**src/rtl/clkdiv_pkg.sv**
```systemverilog
`timescale 1ns/1ps
package clkdiv_pkg;

    localparam int SEL_W      = 2;
    localparam int MIN_DIV    = 2;
    localparam int NUM_RATIOS = 1 << SEL_W;
    localparam int MAX_DIV    = MIN_DIV + NUM_RATIOS - 1;
    localparam int CNT_W      = $clog2(MAX_DIV + 1);

    typedef logic [CNT_W-1:0] cnt_t;
    typedef logic [SEL_W-1:0] sel_t;

    typedef enum logic [SEL_W-1:0] {
        DIV2 = 2'd0,
        DIV3 = 2'd1,
        DIV4 = 2'd2,
        DIV5 = 2'd3
    } ratio_e;

    typedef enum logic [1:0] {
        ST_IDLE = 2'd0,
        ST_RUN  = 2'd1,
        ST_MUTE = 2'd2
    } phase_e;

    // what the next rising edge does to the period counter
    typedef struct packed {
        logic   start;  // open a new period with a high phase
        logic   hold;   // park the counter with the output low
        ratio_e sel;    // ratio in force after this edge
    } step_t;

    function automatic cnt_t ratio_len(ratio_e r);
        return cnt_t'(MIN_DIV) + cnt_t'(r);
    endfunction

    function automatic cnt_t last_count(ratio_e r);
        return ratio_len(r) - cnt_t'(1);
    endfunction

    // whole crystal cycles the rising-edge flop stays high
    function automatic cnt_t high_count(ratio_e r);
        return ratio_len(r) >> 1;
    endfunction

    function automatic logic is_odd(ratio_e r);
        cnt_t n;
        n = ratio_len(r);
        return n[0];
    endfunction

endpackage

```
**src/rtl/clkdiv_ctrl.sv**
```systemverilog
`timescale 1ns/1ps
module clkdiv_ctrl
    import clkdiv_pkg::*;
#(
    parameter ratio_e RESET_SEL = DIV5
) (
    input  logic   clk,
    input  logic   rst,
    input  sel_t   sel_i,
    input  logic   mute_i,
    input  logic   at_end_i,
    output logic   start_o,
    output logic   hold_o,
    output ratio_e act_sel_o,
    output logic   muted_o
);

    phase_e state_q, state_d;
    ratio_e act_sel_q;
    step_t  step;

    always_comb begin
        state_d = state_q;
        step    = '{start: 1'b0, hold: 1'b0, sel: act_sel_q};
        unique case (state_q)
            ST_IDLE: begin
                if (mute_i) begin
                    state_d   = ST_MUTE;
                    step.hold = 1'b1;
                end else begin
                    state_d    = ST_RUN;
                    step.start = 1'b1;
                    step.sel   = RESET_SEL;
                end
            end
            ST_RUN: begin
                if (at_end_i) begin
                    if (mute_i) begin
                        state_d   = ST_MUTE;
                        step.hold = 1'b1;
                    end else begin
                        step.start = 1'b1;
                        step.sel   = ratio_e'(sel_i);
                    end
                end
            end
            ST_MUTE: begin
                if (!mute_i) begin
                    state_d    = ST_RUN;
                    step.start = 1'b1;
                    step.sel   = ratio_e'(sel_i);
                end else begin
                    step.hold = 1'b1;
                end
            end
            default: begin
                state_d   = ST_IDLE;
                step.hold = 1'b1;
            end
        endcase
    end

    always_ff @(posedge clk) begin
        if (rst) begin
            state_q   <= ST_IDLE;
            act_sel_q <= RESET_SEL;
        end else begin
            state_q   <= state_d;
            act_sel_q <= step.sel;
        end
    end

    assign start_o   = step.start;
    assign hold_o    = step.hold;
    assign act_sel_o = act_sel_q;
    assign muted_o   = (state_q == ST_MUTE);

    assert_sel_held_midperiod_R4: assert property (@(posedge clk) disable iff (rst)
        (state_q == ST_RUN && !at_end_i) |=> $stable(act_sel_q));

    assert_mute_waits_boundary_R5: assert property (@(posedge clk) disable iff (rst)
        (state_q == ST_RUN && !at_end_i) |=> (state_q == ST_RUN));

    assert_first_period_default_R3: assert property (@(posedge clk) disable iff (rst)
        (state_q == ST_IDLE && !mute_i) |=> (act_sel_q == RESET_SEL));

endmodule

```
**src/rtl/clkdiv_count.sv**
```systemverilog
`timescale 1ns/1ps
module clkdiv_count
    import clkdiv_pkg::*;
(
    input  logic   clk,
    input  logic   rst,
    input  logic   start_i,
    input  logic   hold_i,
    input  ratio_e act_sel_i,
    output logic   at_end_o,
    output logic   pos_o
);

    cnt_t cnt_q, cnt_d;
    logic pos_q, pos_d;

    always_comb begin
        if (start_i) begin
            cnt_d = '0;
            pos_d = 1'b1;
        end else if (hold_i) begin
            cnt_d = '0;
            pos_d = 1'b0;
        end else begin
            cnt_d = cnt_q + cnt_t'(1);
            pos_d = (cnt_q + cnt_t'(1)) < high_count(act_sel_i);
        end
    end

    always_ff @(posedge clk) begin
        if (rst) begin
            cnt_q <= '0;
            pos_q <= 1'b0;
        end else begin
            cnt_q <= cnt_d;
            pos_q <= pos_d;
        end
    end

    assign at_end_o = (cnt_q == last_count(act_sel_i));
    assign pos_o    = pos_q;

    assert_count_in_range_R2: assert property (@(posedge clk) disable iff (rst)
        cnt_q <= last_count(act_sel_i));

    assert_high_phase_len_R2: assert property (@(posedge clk) disable iff (rst)
        $fell(pos_q) |-> (cnt_q == high_count(act_sel_i)));

endmodule

```
**src/rtl/clkdiv_halfstep.sv**
```systemverilog
`timescale 1ns/1ps
module clkdiv_halfstep (
    input  logic clk,
    input  logic rst,
    input  logic pos_i,
    input  logic odd_i,
    output logic clk_o
);

    logic neg_q;

    // stretches the high phase by half a crystal period for odd ratios
    always_ff @(negedge clk) begin
        if (rst) neg_q <= 1'b0;
        else     neg_q <= pos_i & odd_i;
    end

    assign clk_o = pos_i | neg_q;

    assert_even_no_halfstep_R8: assert property (@(posedge clk) disable iff (rst)
        !odd_i |-> !neg_q);

endmodule

```
**src/rtl/mutable_clk_divider.sv**
```systemverilog
`timescale 1ns/1ps
module mutable_clk_divider
    import clkdiv_pkg::*;
#(
    parameter ratio_e RESET_SEL = DIV5
) (
    input  logic             xtal_clk,
    input  logic             rst,
    input  logic [SEL_W-1:0] ratio_sel,
    input  logic             mute,
    output logic             mcu_clk
);

    logic   start, hold, at_end, pos_q, muted;
    ratio_e act_sel;

    clkdiv_ctrl #(.RESET_SEL(RESET_SEL)) u_ctrl (
        .clk       (xtal_clk),
        .rst       (rst),
        .sel_i     (ratio_sel),
        .mute_i    (mute),
        .at_end_i  (at_end),
        .start_o   (start),
        .hold_o    (hold),
        .act_sel_o (act_sel),
        .muted_o   (muted)
    );

    clkdiv_count u_count (
        .clk       (xtal_clk),
        .rst       (rst),
        .start_i   (start),
        .hold_i    (hold),
        .act_sel_i (act_sel),
        .at_end_o  (at_end),
        .pos_o     (pos_q)
    );

    clkdiv_halfstep u_half (
        .clk   (xtal_clk),
        .rst   (rst),
        .pos_i (pos_q),
        .odd_i (is_odd(act_sel)),
        .clk_o (mcu_clk)
    );

    assert_reset_low_R1: assert property (@(posedge xtal_clk)
        rst |=> !mcu_clk);

    assert_mute_static_low_R6: assert property (@(posedge xtal_clk) disable iff (rst)
        muted |-> !mcu_clk);

    assert_unmute_full_high_R7: assert property (@(posedge xtal_clk) disable iff (rst)
        $fell(muted) |-> mcu_clk);

endmodule

```
**config.mk**
```make
export PLATFORM = sky130hd
export DESIGN_NAME = mutable_clk_divider
export DESIGN_NICKNAME = d
export VERILOG_FILES = /design/src/rtl/clkdiv_pkg.sv /design/src/rtl/clkdiv_ctrl.sv /design/src/rtl/clkdiv_count.sv /design/src/rtl/clkdiv_halfstep.sv /design/src/rtl/mutable_clk_divider.sv
export SDC_FILE = /design/constraint.sdc
export NUM_CORES = 1
export LEC_CHECK = 0
export CORE_AREA = 4 4 41 43
export DETAILED_ROUTE_END_ITERATION = 6
export DIE_AREA = 0 0 45 47
export PLACE_DENSITY = 0.67
export SYNTH_ARGS = -nofsm -noshare
export SYNTH_HDL_FRONTEND = slang
export SYNTH_SLANG_ARGS = --single-unit
```
**constraint.sdc**
```tcl
create_clock -name xtal_clk -period 3.4 [get_ports xtal_clk]
set_input_delay 0.51 -clock xtal_clk [delete_from_list [all_inputs] [get_ports xtal_clk]]
set_output_delay 0.51 -clock xtal_clk [all_outputs]
set_load 0.02 [all_outputs]
```
==> flow_metrics.env <==
export IMPL_status="finished, final reports clean"
export IMPL_dp_cells=84
export IMPL_synth_edff_count=0
export IMPL_ys_ff_latch=9
export IMPL_synth_top_area_cell="dfxtp_1"
export IMPL_hold_buffers=0
export IMPL_synth_warnings=0
export IMPL_instances_no_fill=88
export IMPL_ctsLongestPathBuffers=2
export IMPL_tns_ns=0
export IMPL_whs_path_depth=1
export IMPL_hold_violations=0
export IMPL_rr_worst_depth=1
export IMPL_synth_common_cells="dfxtp_1 (9), ha_1 (7), nor2_1 (7), inv_1 (6), a21oi_1 (4)"
export IMPL_grt_pass1_vias=405
export IMPL_numCtsBuffers=3
export IMPL_io_pins=6
export IMPL_leakage_nw=0.3030
export IMPL_antenna_cells=0
export IMPL_slew_headroom=0.7906
export IMPL_gp_congestion=0.8079
export IMPL_synth_area_leaders="dfxtp_1 (31%), ha_1 (15%), nor2_1 (4.5%)"
export IMPL_wl_mm=1.042
export IMPL_cts_tree="done"
export IMPL_ir_worst_vdd_uv=353.1
export IMPL_cts_sinks=9
export IMPL_fp_dieH_um=47
export IMPL_synth_ff_type="dfxtp_1"
export IMPL_num_nets_final=86
export IMPL_drcViolationCount=0
export IMPL_avgViaCountPerCell=5.216
export IMPL_power_density_nw_per_um2=835.0
export IMPL_row_count=13
export IMPL_skew_ns=0.05313
export IMPL_syn_nets=76
export IMPL_async_reset_ff_frac=0
export IMPL_tightestPinTransition_ns=0.3131
export IMPL_grt_pass1_wl_mm=1.766
export IMPL_grt_antenna_before_repair=0
export IMPL_track_usage=0.1219
export IMPL_cts_repair_resized=1
export IMPL_grt_overflow_total=0
export IMPL_clk_latency_ns=0.31
export IMPL_drt_first_pass_iters=4
export IMPL_netlist_area_um2=586.8
export IMPL_die_area_um2=2115
export IMPL_dr_total_vias=459
export IMPL_worstPathArrival_ns=2.82
export IMPL_yosysSeqAreaShare=0.3070
export IMPL_crit_path_max_fanout=1
export IMPL_grt_max_degree=10
export IMPL_yosysMostFrequentCell="dfxtp_1"
export IMPL_finalSetupViolations=0
export IMPL_root_buffer="clkbuf_4"
export IMPL_cap_violations=0
export IMPL_yosysTopAreaCellShare=0.3070
export IMPL_cts_htree_levels=1
export IMPL_synthToLayoutAreaGrowth_pct=16.63
export IMPL_avgSynthCellArea_um2=9.169
export IMPL_crit_type="reg2out"
export IMPL_wl_per_cell_um=11.84
export IMPL_coreArea_um2=1301
export IMPL_floorplan_initialDensity=0.4510
export IMPL_clk_pin_slew_ns=0.06
export IMPL_cp_required_ns=2.89
export IMPL_post_cts_buffers=0
export IMPL_critPathLaunchType="flip-flop"
export IMPL_drive_gt1_frac=0.1507
export IMPL_cp_end_kind="primary output"
export IMPL_ant_nets=0
export IMPL_rsz0062_at_grt="no"
export IMPL_dpl_hpwl_um=842.7
export IMPL_synth_cell_types=27
export IMPL_die_w_um=45
export IMPL_drtIter0Drc=11
export IMPL_drv_slew=0
export IMPL_io_buffer_count=5
export IMPL_hold_class="reg2reg"
export IMPL_syn_inst=64
==> cells by family after synthesis <==
logic type,after synthesis,share of synthesized area
multiplexers,2,0.03838
XOR/XNOR,4,0.08531
adder cells (fa/ha/maj),7,0.1492
AND/OR/NAND/NOR,16,0.1471
buffers and inverters,7,0.04690
flip-flops,9,0.3070
AO/OA/AOI/OAI,19,0.2260
==> registers in the layout, summed over array words and instances, names as in the netlist <==
| name | flops |
|---|---|
| u_half.neg_q | 1 |
| u_count.pos_o | 1 |
| u_count.cnt_q | 3 |
| u_ctrl.act_sel_o | 2 |
| u_ctrl.state_q | 2 |
==> layer usage <==
layer / vias up / global-route usage / wire length, µm
met3: 4 / 0.03065 / 47
met4: 0 / 0.1053 / 31
met1: 200 / 0.1373 / 486
li1: 246 / - / -
met2: 9 / 0.1921 / 476
met5: - / 0 / 0
==> through the flow <==
| step | utilization | worst slack [ns] | hold slack [ns] | area (µm²) | total power [mW] |
|---|---|---|---|---|---|
| after floorplan | - | 0.5983 | 0.4584 | 586.8 | 0.4296 |
| after global placement | 0.5058 | 0.1269 | 0.4801 | 658.1 | 0.4945 |
| after detailed placement | 0.5058 | 0.1286 | 0.4896 | 658.1 | 0.4998 |
| after CTS | 0.5250 | 0.02581 | 0.5056 | 683.2 | 0.5769 |
| after global routing | 0.5260 | 0.004503 | 0.5304 | 684.4 | 0.6300 |
| final | 0.5260 | 0.06510 | 0.4980 | 684.4 | 0.5715 |
==> layout by cell type (no fill, tap or decap), types with 2 or more instances in the layout <==
| cell | instances |
|---|---|
| a21o_1 | 3 |
| a21oi_1 | 4 |
| a221oi_1 | 2 |
| a22oi_1 | 2 |
| clkbuf_4 | 3 |
| clkdlybuf4s50_1 | 4 |
| dfxtp_1 | 9 |
| ha_1 | 7 |
| inv_1 | 7 |
| mux2_2 | 2 |
| nand4_1 | 2 |
| nor2_1 | 7 |
| o21ai_0 | 3 |
| xnor2_1 | 2 |
==> power by group <==
| group | total, mW | internal, mW | switching [mW] |
|---|---|---|---|
| sequential | 0.177 | 0.137 | 0.0392 |
| clock | 0.0829 | 0.0437 | 0.0392 |
| combinational | 0.312 | 0.151 | 0.161 |
| total | 0.571 | 0.332 | 0.240 |
==> path summary, 6_finish.rpt <==
| path | from | endpoint | slack, ns |
|---|---|---|---|
| max reg2reg | u_ctrl.act_sel_o[0] | u_half.neg_q | 1.04 |
| max | u_half.neg_q | mcu_clk | 0.07 |
| min | u_count.cnt_q[0] | u_count.cnt_q[0] | 0.50 |
| min reg2reg | u_count.cnt_q[0] | u_count.cnt_q[0] | 0.50 |
==> critical path, cell delays in order, from the launching register on <==
cell,delay [ns]
dfxtp_1,0.28
or2_2,0.26
clkdlybuf4s15_1,0.28
==> layout make-up <==
type	count	area, µm²
Clock inverter	2	7.507
Sequential cell	9	180.2
Multi-Input combinational cell	48	379.1
Tap cell	15	18.77
Timing Repair Buffer	6	57.56
Inverter	5	18.77
Clock buffer	3	22.52
Fill cell	136	616.8
Power figures use the tool's default switching activity.
